File: config.mk
export PLATFORM = sky130hd
export DESIGN_NAME = pit_channel
export DESIGN_NICKNAME = d
export VERILOG_FILES = /design/src/rtl/pit_channel.sv
export SDC_FILE = /design/constraint.sdc
export NUM_CORES = 1
export LEC_CHECK = 0
export BUFFER_PORTS_ARGS = -buffer_cell sky130_fd_sc_hd__buf_2
export CAP_MARGIN = 15
export CELL_PAD_IN_SITES_DETAIL_PLACEMENT = 1
export CELL_PAD_IN_SITES_GLOBAL_PLACEMENT = 1
export CORE_MARGIN = 4
export CORE_UTILIZATION = 44
export CTS_CLUSTER_DIAMETER = 80
export DETAILED_ROUTE_END_ITERATION = 7
export HOLD_SLACK_MARGIN = 0.15
export PLACE_DENSITY = 0.91
export SLEW_MARGIN = 20
export SYNTH_ARGS = -nofsm -noshare
export SYNTH_HDL_FRONTEND = slang
export SYNTH_SLANG_ARGS = --single-unit
File: constraint.sdc
create_clock -name clk -period 3.35 [get_ports clk]
set_input_delay 0.335 -clock clk [delete_from_list [all_inputs] [get_ports clk]]
set_output_delay 0.335 -clock clk [all_outputs]
set_load 0.02 [all_outputs]
File: src/rtl/pit_channel.sv
module pit_channel #(
  parameter int CHAN_IDX = 2
) (
  input  logic       clk,
  input  logic       rst_n,
  input  logic       tick,
  input  logic       mode_we,
  input  logic [7:0] mode_wdata,
  input  logic       data_we,
  input  logic [7:0] data_wdata,
  input  logic       data_re,
  output logic [7:0] data_rdata,
  input  logic       ctrl_we,
  input  logic [7:0] ctrl_wdata,
  output logic [7:0] ctrl_rdata,
  output logic       cnt_out,
  output logic       spk_out
);
  localparam logic [1:0] CH = CHAN_IDX[1:0];

  logic [1:0]  acc;
  logic        wr_hi, rd_hi, latched, armed, gate_en, spk_en;
  logic [7:0]  lo_stage;
  logic [15:0] count, hold, load_val;

  wire m_hit     = mode_we && (mode_wdata[7:6] == CH);
  wire do_latch  = m_hit && (mode_wdata[5:4] == 2'd0);
  wire do_prog   = m_hit && (mode_wdata[5:4] != 2'd0);
  wire load_done = data_we && !do_prog && (acc != 2'd3 || wr_hi);

  always_comb begin
    case (acc)
      2'd1:    load_val = {8'h00, data_wdata};
      2'd2:    load_val = {data_wdata, 8'h00};
      default: load_val = {data_wdata, lo_stage};
    endcase
  end

  always_ff @(posedge clk) begin
    if (!rst_n) begin
      acc <= 2'd3; wr_hi <= 1'b0; rd_hi <= 1'b0; latched <= 1'b0;
      armed <= 1'b0; cnt_out <= 1'b0; gate_en <= 1'b0; spk_en <= 1'b0;
      lo_stage <= 8'h00; count <= 16'h0000; hold <= 16'h0000;
    end else begin
      if (data_re) begin
        if (latched) begin
          if (rd_hi) begin latched <= 1'b0; rd_hi <= 1'b0; end
          else rd_hi <= 1'b1;
        end else if (acc == 2'd3) rd_hi <= !rd_hi;
      end
      if (ctrl_we) begin
        gate_en <= ctrl_wdata[0];
        spk_en  <= ctrl_wdata[1];
      end
      if (do_latch && !latched) begin
        hold <= count; latched <= 1'b1; rd_hi <= 1'b0;
      end
      if (do_prog) begin
        acc <= mode_wdata[5:4]; wr_hi <= 1'b0; rd_hi <= 1'b0;
        latched <= 1'b0; armed <= 1'b0; cnt_out <= 1'b0;
      end else if (load_done) begin
        count <= load_val; armed <= 1'b1; cnt_out <= 1'b0; wr_hi <= 1'b0;
      end else begin
        if (data_we) begin lo_stage <= data_wdata; wr_hi <= 1'b1; end
        if (armed && gate_en && tick) begin
          count <= count - 16'd1;
          if (count == 16'd1) cnt_out <= 1'b1;
        end
      end
    end
  end

  always_comb begin
    if (latched)                        data_rdata = rd_hi ? hold[15:8] : hold[7:0];
    else if (acc == 2'd2)               data_rdata = count[15:8];
    else if (acc == 2'd3 && rd_hi)      data_rdata = count[15:8];
    else                                data_rdata = count[7:0];
  end

  assign ctrl_rdata = {2'b00, cnt_out, 3'b000, spk_en, gate_en};
  assign spk_out    = cnt_out & spk_en;

  assert_foreign_ignored_R3: assert property (@(posedge clk) disable iff (!rst_n)
    (mode_we && mode_wdata[7:6] != CH && !data_we) |=> ($stable(acc) && $stable(wr_hi)));
  assert_prog_clears_R4: assert property (@(posedge clk) disable iff (!rst_n)
    do_prog |=> (!cnt_out && !armed && !latched && !wr_hi));
  assert_gate_freeze_R6: assert property (@(posedge clk) disable iff (!rst_n)
    (!gate_en && !mode_we && !data_we) |=> $stable(count));
  assert_out_sticky_R7: assert property (@(posedge clk) disable iff (!rst_n)
    (cnt_out && !do_prog && !load_done) |=> cnt_out);
  assert_hold_stable_R10: assert property (@(posedge clk) disable iff (!rst_n)
    (latched && !do_prog) |=> $stable(hold));
endmodule

# Yosys cells after proc, flatten, opt, wreduce, memory -nomap -nowiden
# Index checks and enable logic that the tools add are counted.
[classes]
addsub = 1
n_eq_ne = 6
n_reduce_logical = 25
n_mux = 13
bitwise_logic = 4
[ops]
columns = ["op", "n"]
rows = [
  ["$mux W16", 2],
  ["$mux W8", 4],
  ["$pmux W16 S2", 1],
  ["$eq A16 B1 Y1 const B", 1],
  ["$sub A16 B1 Y16 const B", 1],
  ["$logic_and A1 B1 Y1", 9],
  ["$reduce_bool A2 Y1", 4],
  ["$eq A2 B2 Y1 const B", 3],
  ["$mux W1", 6],
  ["$reduce_and A2 Y1", 3],
  ["$reduce_or A3 Y1", 2],
  ["$logic_not A1 Y1", 3],
  ["$not A1 Y1", 3],
  ["$reduce_and A3 Y1", 1],
  ["$eq A2 B1 Y1 const B", 1],
  ["$logic_not A2 Y1", 1],
  ["$ne A2 B2 Y1 const B", 1],
  ["$reduce_or A2 Y1", 1],
  ["$and A1 B1 Y1", 1],
  ["$logic_or A1 B1 Y1", 1],
]
[totals]
word_cells = 60
input_bits = 31
reg_bits = 49
output_inout_bits = 18

# Longest topological paths before layout
# Gate-level depths: netlist of the first run.
[depth]
ltp_word = 8
depth_mapped = 8
mapped_depth_nobuf = 7

# Least setup slack after synthesis of the first run
# Ideal clock, no wire load.
[synth_path]
path_kind = "flip-flop to output port"
startpoint = "register acc[0]"
endpoint = "output port data_rdata[0]"
t_arrival_ns = 1.685
stages_incl_launch_ff = 7
n_path_buf = 1
slack_ns = 1.330
path_cell_list = "dfxtp_1 inv_1 ha_1 a21oi_1 clkbuf_1 a211oi_1 a21oi_1"
[synth_between]
elab_chain_cells = 5
word_cells_on_any_way = 6
[synth_lines]
columns = ["item", "line_no", "source"]
rows = [
  ["start, declared", "21", "logic [1:0] acc;"],
  ["start signal, assigned", "41", "acc <= 2'd3; wr_hi <= 1'b0; rd_hi <= 1'b0; latched <= 1'b0;"],
  ["start signal, assigned", "59", "acc <= mode_wdata[5:4]; wr_hi <= 1'b0; rd_hi <= 1'b0;"],
  ["$eq A2 B2 Y1", "76", "else if (acc == 2'd3 && rd_hi) data_rdata = count[15:8];"],
  ["$logic_and A1 B1 Y1", "76", ""],
  ["$mux W8", "76", ""],
  ["$mux W8 *", "75", "else if (acc == 2'd2) data_rdata = count[15:8];"],
  ["$mux W8 *", "74", "if (latched) data_rdata = rd_hi ? hold[15:8] : hold[7:0];"],
  ["end, declared", "12", "output logic [7:0] data_rdata,"],
]
# Mark *: on every way between the ends. The rest lies on a longest branch, timed or not.

# Worst setup path in the final report of the first run
[layout_path]
startpoint = "register acc[0]"
endpoint = "register count[12]"
[layout_between]
elab_chain_cells = 5
word_cells_on_any_way = 9
[layout_lines]
columns = ["item", "line_no", "source"]
rows = [
  ["$ne A2 B2 Y1", "29", "wire load_done = data_we && !do_prog && (acc != 2'd3 || wr_hi);"],
  ["$logic_or A1 B1 Y1", "29", ""],
  ["$logic_and A1 B1 Y1", "29", ""],
  ["$reduce_bool A2 Y1 (no line)", "n/a", ""],
  ["$reduce_and A2 Y1 (no line)", "n/a", ""],
  ["end signal, assigned", "66", "count <= count - 16'd1;"],
  ["end, declared", "24", "logic [15:0] count, hold, load_val;"],
]
# Several ways; a longest one is shown, not always the timed one.
# A chain may end at the register's enable or synchronous reset.

==> flow_metrics.env, run 1 <==
export IMPL_wl_per_cell_um=18.6
export IMPL_tightest_slew_ns=0.796
export IMPL_vias=2626
export IMPL_dp_cells=439
export IMPL_ant_nets=0
export IMPL_finalClockSkew_ns=0.0146
export IMPL_post_synth_cell_area_avg_um2=7.91
export IMPL_endpoint_kind="flop"
export IMPL_dieArea_mm2=0.00766
export IMPL_finalCritPeriodShare=0.715
export IMPL_io_pins=49
export IMPL_cts_tree="built"
export IMPL_dr_first_iter_drc_count=213
export IMPL_core_area_mm2=0.00603
export IMPL_nets=407
export IMPL_fp_dieW_um=87.5
export IMPL_fmax_mhz=418
export IMPL_outcome="complete, no violations"
export IMPL_critPathMaxStageDelay_ns=0.64
export IMPL_hp_class="in2reg"
export IMPL_grt_start_max_net_pins=47
export IMPL_net_switching_power_w=0.000457
export IMPL_total_leakage_power_nw=1.19
export IMPL_fin_tns_setup_ns=0
export IMPL_first_global_vias=2765
export IMPL_post_route_util=0.503
export IMPL_drc=0
export IMPL_path_cells="ha_1 -> nand2b_1 -> nand2_1 -> a21oi_1 -> o21ai_0 -> a32o_1"
export IMPL_postCtsSetupBuffers=0
export IMPL_drt_total_wl_um=8300
export IMPL_grt_overflow=0
export IMPL_ys_types=47
export IMPL_synthTopCellsByArea="dfxtp_1, nand2_1, mux2i_1, a21oi_1, nor2b_1"
export IMPL_num_rows=28
export IMPL_portBuffers=33
export IMPL_initial_core_util=0.462
export IMPL_mostFrequentLayoutCell="nand2_1"
export IMPL_synth_edf_count=0
export IMPL_ys_warn_count=0
export IMPL_grt_pass1_wl_um=14000
export IMPL_clk_pin_slew_worst_paths_ns=0.10
export IMPL_clkLatencyLatePin_ns=0.31
export IMPL_syn_inst=352
export IMPL_ys_seq_area_frac=0.352
export IMPL_clock_sinks=49
export IMPL_synthArstFlopShare=0
export IMPL_diodes=0
export IMPL_finalHoldViolations=0
export IMPL_die_y_um=87.5
export IMPL_antenna_found_initial=0
export IMPL_powerDensity_mw_per_mm2=449
export IMPL_critPathRequiredTime_ns=3.56
export IMPL_cts_resized=0
export IMPL_crit_fanout=12
export IMPL_ys_ff_latch=49
export IMPL_numCtsBuffers=5
export IMPL_wl_met3_um=544
export IMPL_rsz0062_at_grt="no"
export IMPL_cp_slowest_cell="a21oi_1"
export IMPL_arrival_ns=2.60
export IMPL_wl_met1_um=3520
export IMPL_switching_share=0.336
export IMPL_drv_cap=0
export IMPL_final_cell_mix="nand2_1, dfxtp_1, buf_2"
export IMPL_peakVddDrop_mv=0.275
export IMPL_post_dp_cell_area_mm2=0.00294
export IMPL_critPathKind="reg2reg"
export IMPL_gp_congestion=0.889
export IMPL_fin_ws_ns=0.955
export IMPL_post_place_ws_ns=1.01
export IMPL_root_buffer="clkbuf_8"
export IMPL_met2_length_um=4130
export IMPL_dr_pass1_iters=4
export IMPL_viasPerCell=5.87
export IMPL_h_tree_depth=2
export IMPL_seqPwrFrac=0.481
export IMPL_synth_top_area_cell="dfxtp_1"
export IMPL_maxSlewViolCount=0
export IMPL_pwr_share_clk=0.273
export IMPL_power_frac_comb=0.245
export IMPL_synth_top_flop_cell="dfxtp_1"
export IMPL_min_period_ns=2.39
export IMPL_ctsHoldBuffers=0
export IMPL_setup_violations_final=0
export IMPL_final_layout_size_suffix_gt1_frac=0.137
export IMPL_route_top_layer_used="met4"
export IMPL_slew_headroom=0.466
export IMPL_grt_usage=0.232
export IMPL_design_area_mm2=0.00303
export IMPL_clockBufferDepth=2
export IMPL_dpl_hpwl_um=6120
export IMPL_syn_area_mm2=0.00278
export IMPL_syn2layout_area_growth_pct=8.90
export IMPL_netlist_area_leader_share=0.352
export IMPL_internal_power_w=0.000903
export IMPL_stdcell_count=447
export IMPL_cp_start_kind="flop"
-- state kept, by name, summed over array words and instances, names as in the netlist, 2 cells and up --
register	flops
acc	2
count	16
lo_stage	8
hold	16
-- per-stage QoR --
| stage | total power (W) | hold WS [ns] |
|---|---|---|
| 6_report | 0.00136 | 0.308 |
| 5_1_grt | 0.00143 | 0.347 |
| 4_1_cts | 0.00137 | 0.304 |
| 3_5_place_dp | 0.000987 | 0.461 |
| 3_3_place_gp | 0.000966 | 0.450 |
| 2_1_floorplan | 0.000892 | 0.439 |
-- synth_stat cells, drive strengths merged, types with 3 or more instances --
| cell | number |
|---|---|
| buf | 11 |
| a31oi | 4 |
| o211ai | 4 |
| xor2 | 4 |
| a32o | 4 |
| a21oi | 31 |
| nor2b | 20 |
| o21ai | 16 |
| nor4 | 4 |
| and2 | 3 |
| nor3 | 7 |
| a21boi | 16 |
| clkbuf | 17 |
| nand3b | 5 |
| inv | 5 |
| o22ai | 4 |
| a211oi | 10 |
| nor2 | 22 |
| nand3 | 6 |
| ha | 5 |
| dfxtp | 49 |
| mux2i | 18 |
| nand2 | 63 |
-- cells by family (layout without fill, tap and decap cells) --
logic type	after synthesis	count (layout)	synth area share
fa+ha+maj	5	5	0.0225
xor+xnor	6	6	0.0189
other cells	1	5	0.00135
compound gates	99	99	0.230
flops	49	49	0.352
simple gates	141	141	0.251
mux	18	18	0.0647
buf+inv	33	49	0.0589
-- final timing paths --
path	startpoint	end	slack, ns	depth (start not counted)
max	acc[0]	count[12]	0.96	6
min	ctrl_wdata[1]	spk_en	0.31	3
max reg2reg	acc[0]	count[12]	0.96	6
min reg2reg	hold[8]	hold[8]	0.47	2
-- layer usage --
layer  GRT usage  up-vias
met5           0        -
met4      0.0642        0
met3      0.0405       14
met2       0.409       80
met1       0.291     1263
li1            -     1269
-- power by group through the flow --
| stage | Combinational (W) | Clock, W | Sequential (W) |
|---|---|---|---|
| finish | 0.000333 | 0.000372 | 0.000655 |
| floorplan | 0.000248 | 0 | 0.000644 |
| CTS | 0.000329 | 0.000383 | 0.000654 |
| global route | 0.000362 | 0.000407 | 0.000660 |
| global placement | 0.000302 | 0 | 0.000664 |
| detailed placement | 0.000320 | 0 | 0.000667 |
-- area by class of cell --
type                            instances  area (um2)
Clock inverter                          2        13.8
Tap cell                               75        93.8
Clock buffer                            6        82.6
Inverter                                5        18.8
Sequential cell                        49         981
Multi-Input combinational cell        274        1650
Timing Repair Buffer                   36         188
Fill cell                             776        2990
-- worst max-delay path, delay by kind of cell, from the launching register on --
family	cells	cell delay, ns
AOI/OAI and AO/OA	3	1.19
adders and majority gates	1	0.28
DFF	1	0.36
and+or+nand+nor	2	0.45
Power figures use the tool's default switching activity.
==> inputs of run 2 (changes only) <==
--- a/config.mk
+++ b/config.mk
@@ -10,11 +10,11 @@
 export CELL_PAD_IN_SITES_DETAIL_PLACEMENT = 1
 export CELL_PAD_IN_SITES_GLOBAL_PLACEMENT = 1
 export CORE_MARGIN = 4
-export CORE_UTILIZATION = 44
+export CORE_UTILIZATION = 37
 export CTS_CLUSTER_DIAMETER = 80
 export DETAILED_ROUTE_END_ITERATION = 7
 export HOLD_SLACK_MARGIN = 0.15
-export PLACE_DENSITY = 0.91
+export PLACE_DENSITY = 0.82
 export SLEW_MARGIN = 20
 export SYNTH_ARGS = -nofsm -noshare
 export SYNTH_HDL_FRONTEND = slang
==> constraint.sdc (replaced) <==
create_clock -name clk -period 2 [get_ports clk]
set_input_delay 0.2 -clock clk [delete_from_list [all_inputs] [get_ports clk]]
set_output_delay 0.2 -clock clk [all_outputs]
set_load 0.02 [all_outputs]
==> run 2 against run 1 <==
Sequential power grew 63%. Utilization down 4.4 points. Global-route usage fell by 3.4 points. Sequential share of layout area decreased by 2.9 points. Cell area up 11%. Clock skew is 0.0093 ns lower. Via count grew 2.6%. Clock power is 63% higher. Non-clock buffer count grew 28. Highest routed layer unchanged.
==> flow_metrics.env, run 2 (synthesis gave the netlist of run 1 again) <==
export IMPL_mostFrequentLayoutCell="nand2_1"
export IMPL_io_pins=49
export IMPL_wl_per_cell_um=17.1
export IMPL_ant_nets=0
export IMPL_portBuffers=33
export IMPL_hp_class="in2reg"
export IMPL_dpl_hpwl_um=6210
export IMPL_first_global_vias=2792
export IMPL_maxSlewViolCount=0
export IMPL_fmax_mhz=518
export IMPL_peakVddDrop_mv=0.328
export IMPL_cts_tree="built"
export IMPL_clockBufferDepth=2
export IMPL_drc=0
export IMPL_finalClockSkew_ns=0.00538
export IMPL_path_cells="inv_2 -> ha_4 -> a21oi_4 -> buf_6 -> nor2b_1 -> a211oi_2 -> a21oi_1 -> buf_2"
export IMPL_h_tree_depth=2
export IMPL_critPathRequiredTime_ns=1.80
export IMPL_cp_slowest_cell="dfxtp_4"
export IMPL_finalHoldViolations=0
export IMPL_die_y_um=94.7
export IMPL_grt_pass1_wl_um=13900
export IMPL_num_rows=31
export IMPL_dr_pass1_iters=4
export IMPL_timing_rr_end="count[8]"
export IMPL_endpoint_kind="primary output"
export IMPL_stdcell_count=498
export IMPL_crit_family="compound AO/OA/AOI/OAI gates"
export IMPL_worstSetupStartpoint="acc[0]"
export IMPL_clk_pin_slew_worst_paths_ns=0.09
export IMPL_diodes=0
export IMPL_drt_total_wl_um=8490
export IMPL_root_buffer="clkbuf_8"
export IMPL_powerDensity_mw_per_mm2=705
export IMPL_dp_cells=488
export IMPL_clock_sinks=49
export IMPL_final_layout_size_suffix_gt1_frac=0.226
export IMPL_cp_start_kind="flop"
export IMPL_critPathKind="reg2out"
export IMPL_syn2layout_area_growth_pct=20.4
export IMPL_initial_core_util=0.382
export IMPL_rrSetupSlack_ns=0.10
export IMPL_min_period_ns=1.93
export IMPL_tightest_slew_ns=0.520
export IMPL_finalCritPeriodShare=0.965
export IMPL_numCtsBuffers=5
export IMPL_gp_congestion=0.920
export IMPL_ff2ff_path_depth=8
export IMPL_cp_depth=8
export IMPL_crit_fanout=8
export IMPL_final_cell_mix="nand2_1, dfxtp_1, buf_4"
export IMPL_clkLatencyLatePin_ns=0.31
export IMPL_core_area_mm2=0.00729
export IMPL_drv_cap=0
export IMPL_total_leakage_power_nw=1.33
export IMPL_worstSetupEndpoint="data_rdata[4]"
export IMPL_fin_tns_setup_ns=0
export IMPL_fp_dieW_um=94.7
export IMPL_grt_usage=0.198
export IMPL_arrival_ns=1.73
export IMPL_setup_violations_final=0
export IMPL_largestRegisters="count (16), hold (16), lo_stage (8)"
export IMPL_rsz0062_at_grt="yes"
export IMPL_nets=435
export IMPL_critPathMaxStageDelay_ns=0.39
export IMPL_n_fill_cell=927
export IMPL_grt_overflow=0
export IMPL_r2r_start="count[0]"
export IMPL_grt_start_max_net_pins=29
export IMPL_antenna_found_initial=0
export IMPL_vias=2695
export IMPL_viasPerCell=5.41
export IMPL_critical_path_buf_inv_count=3
export IMPL_slew_headroom=0.651
export IMPL_dieArea_mm2=0.00898
export IMPL_outcome="complete, no violations"
export IMPL_dr_first_iter_drc_count=130
-- run 2: final cells by class --
cell class              count  area (um2)  area share
multi-input cells         274        1720       0.514
flip-flops and latches     49         986       0.294
repair buffers             64         413       0.123
well taps                  99         124      0.0370
clock buffers               7        86.3      0.0258
inverters                   5        18.8     0.00560
-- run 2: timing repair --
action | in CTS | in global routing
pin swaps | 1 | 4
setup endpoints to repair | 8 | 9
gates resized for setup | 11 | 14
hold buffers | 0 | 0
cloned | 1 | 0
setup buffers | 2 | 0
-- run 2: routing by layer --
| metal | global-route usage | up-vias | routed length (um) |
|---|---|---|---|
| li1 | - | 1321 | - |
| met1 | 0.252 | 1293 | 3810 |
| met2 | 0.341 | 66 | 4160 |
| met3 | 0.0319 | 15 | 388 |
| met4 | 0.0649 | 0 | 134 |
| met5 | 0 | - | 0 |
-- run 2: worst min path at each step --
stage	startpoint	end	slack, ns	cells past startpoint
2_1_floorplan	mode_wdata[4]	acc[0]	0.34	2
3_3_place_gp	wr_hi	wr_hi	0.44	2
3_5_place_dp	wr_hi	wr_hi	0.46	2
4_1_cts	ctrl_wdata[1]	spk_en	0.17	3
5_1_grt	data_wdata[5]	lo_stage[5]	0.21	3
6_report	ctrl_wdata[1]	spk_en	0.17	3
-- run 2: tightest hold or removal path, stage by stage --
cell,delay (ns)
buf_2,0.07
mux2i_1,0.06
nor2b_1,0.10
-- run 2: through the flow --
stage | area (um2) | worst slack, ns | power (W) | util | hold slack, ns
after detailed placement | 3150 | 0.148 | 0.00172 | 0.432 | 0.461
after CTS | 3290 | 0.00774 | 0.00236 | 0.451 | 0.166
after global placement | 3150 | 0.229 | 0.00170 | 0.432 | 0.444
after global routing | 3350 | -0.0205 | 0.00249 | 0.460 | 0.205
after floorplan | 2800 | 0.115 | 0.00149 | - | 0.342
final | 3350 | 0.0709 | 0.00236 | 0.460 | 0.165
-- run 2: report_power, final --
group          leakage, nW  total, W  switching [W]  internal [W]
combinational        0.886  0.000687       0.000393      0.000294
clock               0.0443  0.000606       0.000331      0.000275
sequential           0.398   0.00107      0.0000480       0.00102
total                 1.33   0.00236       0.000772       0.00159
